--- config.mk ---
export PLATFORM = sky130hd
export DESIGN_NAME = eagu_top
export DESIGN_NICKNAME = d
export VERILOG_FILES = /design/src/rtl/eagu_pkg.sv /design/src/rtl/eagu_operand_sel.sv /design/src/rtl/eagu_adder.sv /design/src/rtl/eagu_result_stage.sv /design/src/rtl/eagu_top.sv
export SDC_FILE = /design/constraint.sdc
export NUM_CORES = 1
export LEC_CHECK = 0
export ABC_AREA = 1
export CORE_AREA = 2 2 95 97
export DETAILED_ROUTE_END_ITERATION = 10
export DIE_AREA = 0 0 97 99
export PLACE_DENSITY = 0.61
export SLEW_MARGIN = 20
export SYNTH_ARGS = -nofsm -noshare
export SYNTH_HDL_FRONTEND = slang
export SYNTH_SLANG_ARGS = --single-unit
--- constraint.sdc ---
create_clock -name clk_i -period 0.8 [get_ports clk_i]
set_input_delay 0.16 -clock clk_i [delete_from_list [all_inputs] [get_ports clk_i]]
set_output_delay 0.16 -clock clk_i [all_outputs]
set_load 0.05 [all_outputs]
--- src/rtl/eagu_pkg.sv ---
package eagu_pkg;
  parameter int unsigned ADDR_W = 16;
  parameter int unsigned OFF_W  = 8;
  parameter int unsigned MODE_W = 3;

  typedef enum logic [MODE_W-1:0] {
    MODE_EXT   = 3'd0,
    MODE_IDX_X = 3'd1,
    MODE_IDX_Y = 3'd2,
    MODE_INH   = 3'd3,
    MODE_REL   = 3'd4
  } mode_e;

  typedef struct packed {
    logic [ADDR_W-1:0] ea;
    logic              mem;
    logic [ADDR_W-1:0] pc;
  } result_t;
endpackage

--- src/rtl/eagu_operand_sel.sv ---
module eagu_operand_sel
  import eagu_pkg::*;
#(
  parameter int unsigned AW = ADDR_W,
  parameter int unsigned OW = OFF_W
) (
  input  logic [MODE_W-1:0] mode_i,
  input  logic [OW-1:0]     off_i,
  input  logic [AW-1:0]     idx_x_i,
  input  logic [AW-1:0]     idx_y_i,
  input  logic [AW-1:0]     pc_next_i,
  output logic [AW-1:0]     base_o,
  output logic [AW-1:0]     off_ext_o
);
  localparam int unsigned EXT_W = AW - OW;

  logic [AW-1:0] off_zext, off_sext;
  assign off_zext = {{EXT_W{1'b0}}, off_i};
  assign off_sext = {{EXT_W{off_i[OW-1]}}, off_i};

  always_comb begin
    case (mode_e'(mode_i))
      MODE_IDX_Y: base_o = idx_y_i;
      MODE_REL:   base_o = pc_next_i;
      default:    base_o = idx_x_i;
    endcase
    // branch displacements are signed, index displacements are not
    off_ext_o = (mode_e'(mode_i) == MODE_REL) ? off_sext : off_zext;
  end
endmodule

--- src/rtl/eagu_adder.sv ---
module eagu_adder #(
  parameter int unsigned AW = eagu_pkg::ADDR_W
) (
  input  logic [AW-1:0] a_i,
  input  logic [AW-1:0] b_i,
  output logic [AW-1:0] sum_o
);
  // carry out dropped: address space wraps
  assign sum_o = a_i + b_i;
endmodule

--- src/rtl/eagu_result_stage.sv ---
module eagu_result_stage
  import eagu_pkg::*;
(
  input  logic    clk_i,
  input  logic    rst_ni,
  input  logic    en_i,
  input  result_t res_i,
  output logic    valid_o,
  output result_t res_o
);
  always_ff @(posedge clk_i or negedge rst_ni) begin
    if (!rst_ni) begin
      valid_o <= 1'b0;
      res_o   <= '0;
    end else begin
      valid_o <= en_i;
      if (en_i) res_o <= res_i;
    end
  end
endmodule

--- src/rtl/eagu_top.sv ---
module eagu_top
  import eagu_pkg::*;
#(
  parameter int unsigned AW = ADDR_W,
  parameter int unsigned OW = OFF_W
) (
  input  logic              clk_i,
  input  logic              rst_ni,
  input  logic              req_valid_i,
  output logic              req_ready_o,
  input  logic [MODE_W-1:0] mode_i,
  input  logic [OW-1:0]     op_hi_i,
  input  logic [OW-1:0]     op_lo_i,
  input  logic [AW-1:0]     idx_x_i,
  input  logic [AW-1:0]     idx_y_i,
  input  logic [AW-1:0]     pc_next_i,
  input  logic              cond_true_i,
  output logic              rsp_valid_o,
  output logic [AW-1:0]     ea_o,
  output logic              mem_access_o,
  output logic [AW-1:0]     pc_o
);
  localparam int unsigned ABS_W = 2 * OW;

  logic [AW-1:0] base, off_ext, sum, abs_addr;
  result_t       res_d, res_q;

  generate
    if (AW > ABS_W) begin : g_abs_wide
      assign abs_addr = {{(AW-ABS_W){1'b0}}, op_hi_i, op_lo_i};
    end else begin : g_abs_exact
      assign abs_addr = {op_hi_i, op_lo_i};
    end
  endgenerate

  eagu_operand_sel #(.AW(AW), .OW(OW)) u_sel (
    .mode_i    (mode_i),
    .off_i     (op_lo_i),
    .idx_x_i   (idx_x_i),
    .idx_y_i   (idx_y_i),
    .pc_next_i (pc_next_i),
    .base_o    (base),
    .off_ext_o (off_ext)
  );

  eagu_adder #(.AW(AW)) u_add (
    .a_i   (base),
    .b_i   (off_ext),
    .sum_o (sum)
  );

  always_comb begin
    res_d     = '0;
    res_d.pc  = pc_next_i;
    case (mode_e'(mode_i))
      MODE_EXT: begin
        res_d.ea  = abs_addr;
        res_d.mem = 1'b1;
      end
      MODE_IDX_X, MODE_IDX_Y: begin
        res_d.ea  = sum;
        res_d.mem = 1'b1;
      end
      MODE_REL: begin
        res_d.ea = sum;
        if (cond_true_i) res_d.pc = sum;
      end
      default: ; // inherent and unused codes: no access
    endcase
  end

  eagu_result_stage u_reg (
    .clk_i   (clk_i),
    .rst_ni  (rst_ni),
    .en_i    (req_valid_i),
    .res_i   (res_d),
    .valid_o (rsp_valid_o),
    .res_o   (res_q)
  );

  assign req_ready_o  = 1'b1;
  assign ea_o         = res_q.ea;
  assign mem_access_o = res_q.mem;
  assign pc_o         = res_q.pc;
endmodule

* Word level (Yosys, flattened, before mapping)
Cells that the tools add are included.
Storage, ports and cells: flip-flop bits (word level) 34, output and inout bits 35, bits of input ports 71, logic and storage cells 17
Operators by class: mux-type cells 6, equal/unequal tests 3, reduce and logical (&&, ||, !) cells 3, add/sub/neg operators 1
Operators with widths (number):
- $pmux 16 s2 | 2
- $mux 16 | 3
- $add 16x16->16 | 1
- $reduce_or 3->1 | 2
- $eq 3x1->1 const B | 1
- $eq 3x2->1 const B | 1
- $eq 3x3->1 const B | 1
- $logic_not 3->1 | 1
- $mux 1 | 1

* Longest topological paths before layout
depth in word-level cells 5, mapped depth 19, mapped depth without buffers 18

* By module
From an unflattened synthesis, not the netlist that was laid out.
Second synthesis, totals: cells, all modules 528, area total of the unflattened synthesis 3613.5 sq um
By module, submodules not included:
- eagu_result_stage | area each 1330.0 sq um, cells an instance 141, instances 1, sequential area each 850.8 sq um
- eagu_adder | area each 930.9 sq um, cells an instance 176, instances 1, sequential area each 0.0 sq um
- eagu_operand_sel | area each 720.7 sq um, cells an instance 95, instances 1, sequential area each 0.0 sq um
- eagu_top | area each 631.9 sq um, cells an instance 116, instances 1, sequential area each 0.0 sq um

* Worst setup path before layout
OpenSTA, ideal clock, no wires.
path kind input -> register, from input port mode_i[1], to register u_reg.res_o[12] (netlist bit), arrival 2.169 ns, setup slack -1.487 ns, required time 0.682 ns, cell stages on the path 18, buffers on the path 2, cell sequence buf_6 > nor2_4 > nand2_2 > clkbuf_1 > nand3_1 > nand3_1 > ha_1 > fa_1 > nand3_1 > nand3_1 > nand3_1 > nand2_1 > nand2_1 > nand3_1 > nand2_1 > nand2_1 > nand2_1 > nand2_1
Between the ends: cells in the longest elaborated chain, start to end 5, elaborated cells on any way between the ends 7
Ends and longest elaborated chain:
- from (decl) | line eagu_top.sv:11 | input logic [MODE_W-1:0] mode_i,
- $eq 3x3->1 / $eq 3x2->1 (equally long branches) | line eagu_operand_sel.sv:22, eagu_operand_sel.sv:28, eagu_top.sv:55
- $pmux 16 s2 / $mux 16 (equally long branches) | line eagu_operand_sel.sv:22, eagu_operand_sel.sv:28
- $add 16x16->16 | line eagu_adder.sv:9 | assign sum_o = a_i + b_i;
- $mux 16 | line eagu_top.sv:66 | if (cond_true_i) res_d.pc = sum;
- $mux 16 * | line eagu_top.sv:55 | case (mode_e'(mode_i))
- to (signal assigned) | line eagu_result_stage.sv:17 | if (en_i) res_o <= res_i;
- to (decl) | line eagu_result_stage.sv:9 | output result_t res_o
Mark *: on every way between the ends. The rest lies on a longest branch, timed or not. A chain may end at the register's enable or synchronous reset.

* Worst setup path after layout
from input port mode_i[0], to register u_reg.res_o[11] (netlist bit)
Same word-level chain as after synthesis.

==> key figures <==
Place
  • Dpl cells: 698
  • Final Wtd Congestion: 0.955
  • Dpl cell area: 4960 um^2
  • Post-DP HPWL: 8.93 mm
  • IO Port Bufs: 104

Drt
  • DR iter-0 viols: 258
  • Met1 Wirelength: 5.44 mm
  • Top routing layer in use: met4
  • Met2 wire len: 6.75 mm
  • Residual DRC: 0
  • Drt pass-1 iters: 5
  • DRT antenna net count: 0
  • Vias: 3905
  • Wirelength, routed: 13.3 mm
  • Met3 wire len: 772 um
  • Avg WL per Cell: 18.0 um
  • Vias per Instance: 5.27

Setup path
  • Crit end category: flip-flop
  • Crit path kind: in -> reg
  • CP arrival: 2.17 ns
  • Data required, critical path: 0.99 ns
  • CP Launch Type: primary input
  • CP max FO: 8

Timing
  • Final worst-path cycle share: 248%
  • Final Hold Viols: 0
  • Final number of setup-violating endpoints: 66
  • Final setup margin: -1.18 ns
  • Fin. max-slew vios: 0
  • Min cycle time layout: 1.98 ns
  • RSZ-0062 raised after global routing: true
  • Fmax: 0.504 GHz
  • Setup TNS: -39.90 ns
  • Setup Skew: 0 ns
  • Hold WS: 0.234 ns

Yosys
  • Mapped Area: 2940 um^2
  • XOR/XNOR share of the synthesized area: 2.09%
  • Top_reg_cell synth: dfrtp_1
  • Top cell type's share of synthesized area: 28.9%
  • Post-synth ARST share: 100%
  • Seq cells post-synth: 34
  • Largest family of logic cells by synthesized area: simple AND/OR/NAND/NOR gates
  • Cells after synthesis: 449
  • Post-synthesis mux area share: 0%
  • Compound-Gate Fraction of Synth Area: 14.0%
  • Net count after synthesis: 536
  • Area contributors post-synth: dfrtp_1 29%, nand2_1 20%, inv_1 7.3%
  • EDFF count, synth: 0
  • Synth Area in Simple Gates: 36.4%
  • Post-synth top area cell: dfrtp_1
  • Synth Area in Adders: 7.06%
  • Netlist cell types: 35
  • Post-synthesis sequential area ratio: 28.9%
  • Yosys warns: 0
  • Synth Area per Inst: 6.55 um^2

Global route
  • First-pass GRT wire length: 19.0 mm
  • Number of global-route vias before repair: 3775
  • Largest net degree at the start of global routing: 35
  • GR Util All Layers: 25.0%
  • Grt total ovfl: 0
  • Initial antenna violation count: 0

Layout
  • Layout cells sized above 1: 48.2%
  • Utilization after layout: 74.2%
  • Post-route insts no fill: 741
  • Most frequent cells in the layout: 108 x nand2_1, 69 x buf_4, 62 x clkdlybuf4s50_1
  • Total Nets Final: 719
  • P&R area growth vs syn: 116%
  • Post-route cell area: 6350 um^2
  • Fillers: 557
  • Combined area of the multi-input logic cells: 2750 um^2
  • Most common cell after layout, fill and taps aside: nand2_1
  • Sequential Area: 852 um^2
  • N_diodes: 0

Clocking
  • Clk root buf: clkbuf_8
  • CTS tree: built
  • H-tree Lvls: 2
  • Clock Path Buffers: 2
  • CTS buffer count: 5
  • CTS Sinks: 34
  • Skew-Pair Late Insertion Delay: 0.29 ns
  • Clk pin slew, worst setup/hold paths: 0.08 ns

Die
  • IO Pins: 106
  • Initial Util: 34.4%
  • Die Wd: 97 um
  • Full die area: 9600 um^2
  • Rows: 34
  • Core Area: 8550 um^2
  • Die Ht: 99 um

Job
  • Max Cap Violations: 0

Run status
  • Failing checks: negative setup slack
  • Outcome: finished with violations

Power and ir drop
  • VDD IR-drop max: 0.880 mV
  • Pwr per Cell Area: 1380 nW/um^2
  • Leakage: 3.01 nW

Min path
  • Worst hold path type: in -> async
cell families after synthesis:
| logic type | Yosys count |
|---|---|
| AO/OA/AOI/OAI | 69 |
| buffers and inverters | 79 |
| XOR/XNOR | 7 |
| other | 1 |
| flip-flops | 34 |
| adder cells (fa/ha/maj) | 16 |
| AND/OR/NAND/NOR | 243 |
path summary, 6_finish.rpt:
kind / start / end / slack [ns] / depth (start not counted)
min reg2reg: u_reg.res_o[11] / u_reg.res_o[11] / 0.54 / 2
max reg2reg: u_reg.res_o[3] / u_reg.res_o[3] / -0.17 / 4
min: rst_ni / u_reg.res_o[20] / 0.23 / 2
max in group asynchronous: rst_ni / u_reg.res_o[16] / 0.35 / 2
min in group clk_i: req_valid_i / u_reg.valid_o / 0.38 / 2
max: mode_i[0] / u_reg.res_o[11] / -1.18 / 19
per-stage QoR:
step | setup slack, ns | power, mW
detailed placement | -2.04 | 6.08
floorplan | -1.26 | 4.02
finish | -1.18 | 8.78
CTS | -1.14 | 8.01
global placement | -2.00 | 6.05
global route | -1.28 | 9.18
cell usage after synthesis (3+ instances only):
cell      count
nand3_1      39
inv_2         3
buf_6         4
nor2_1       26
nand4_1       6
inv_1        57
nand2_1     156
nand2_2       5
o21ai_0       3
a31oi_1       8
o21ai_1       7
xor2_1        7
ha_1         15
o221ai_1     10
a21oi_1      35
dfrtp_1      34
clkbuf_1      9
what timing repair did:
| action | CTS | global route |
|---|---|---|
| gates resized for setup | 110 | 113 |
| pin swaps | 44 | 65 |
| setup buffers | 18 | 18 |
| endpoints found under the setup margin | 67 | 67 |
| cloned | 2 | 0 |
| hold buffers | 0 | 0 |
sequential cells by signal, indices dropped and copies added, names as in the netlist:
register	cells
u_reg.res_o	33
u_reg.valid_o	1
power by group:
group,leakage (nW),internal [mW],switching (mW),total [mW]
sequential,0.407,1.92,0.235,2.16
combinational,2.56,2.50,2.71,5.21
clock,0.0482,0.697,0.720,1.42
layer usage:
metal	vias to the layer above	track usage, %
met1	1877	34.0
met4	0	9.10
li1	1821	-
met3	32	3.19
met2	175	40.9
met5	-	0
final cells by class:
type	count	area share, %
multi-input cells	336	43.3
inverters	61	4.04
well taps	108	2.13
clock buffers	7	1.36
flip-flops and latches	34	13.4
clock inverters	1	0.0789
repair buffers	194	35.7
critical path, stage by stage:
cell and delay [ns]:
buf_12 0.11, nor2_4 0.12, nand2_4 0.10, buf_12 0.17, nand3_4 0.08, o221ai_4 0.10
ha_4 0.30, a21oi_4 0.21, nand2_4 0.10, nand2_4 0.08, nand2_4 0.08, nand2_2 0.08
nand2_2 0.06, inv_2 0.06, nand2_2 0.06, nand2_1 0.06, nand2_1 0.07, nand2_1 0.09
nand2_1 0.05
(Power assumes the default switching activity.)
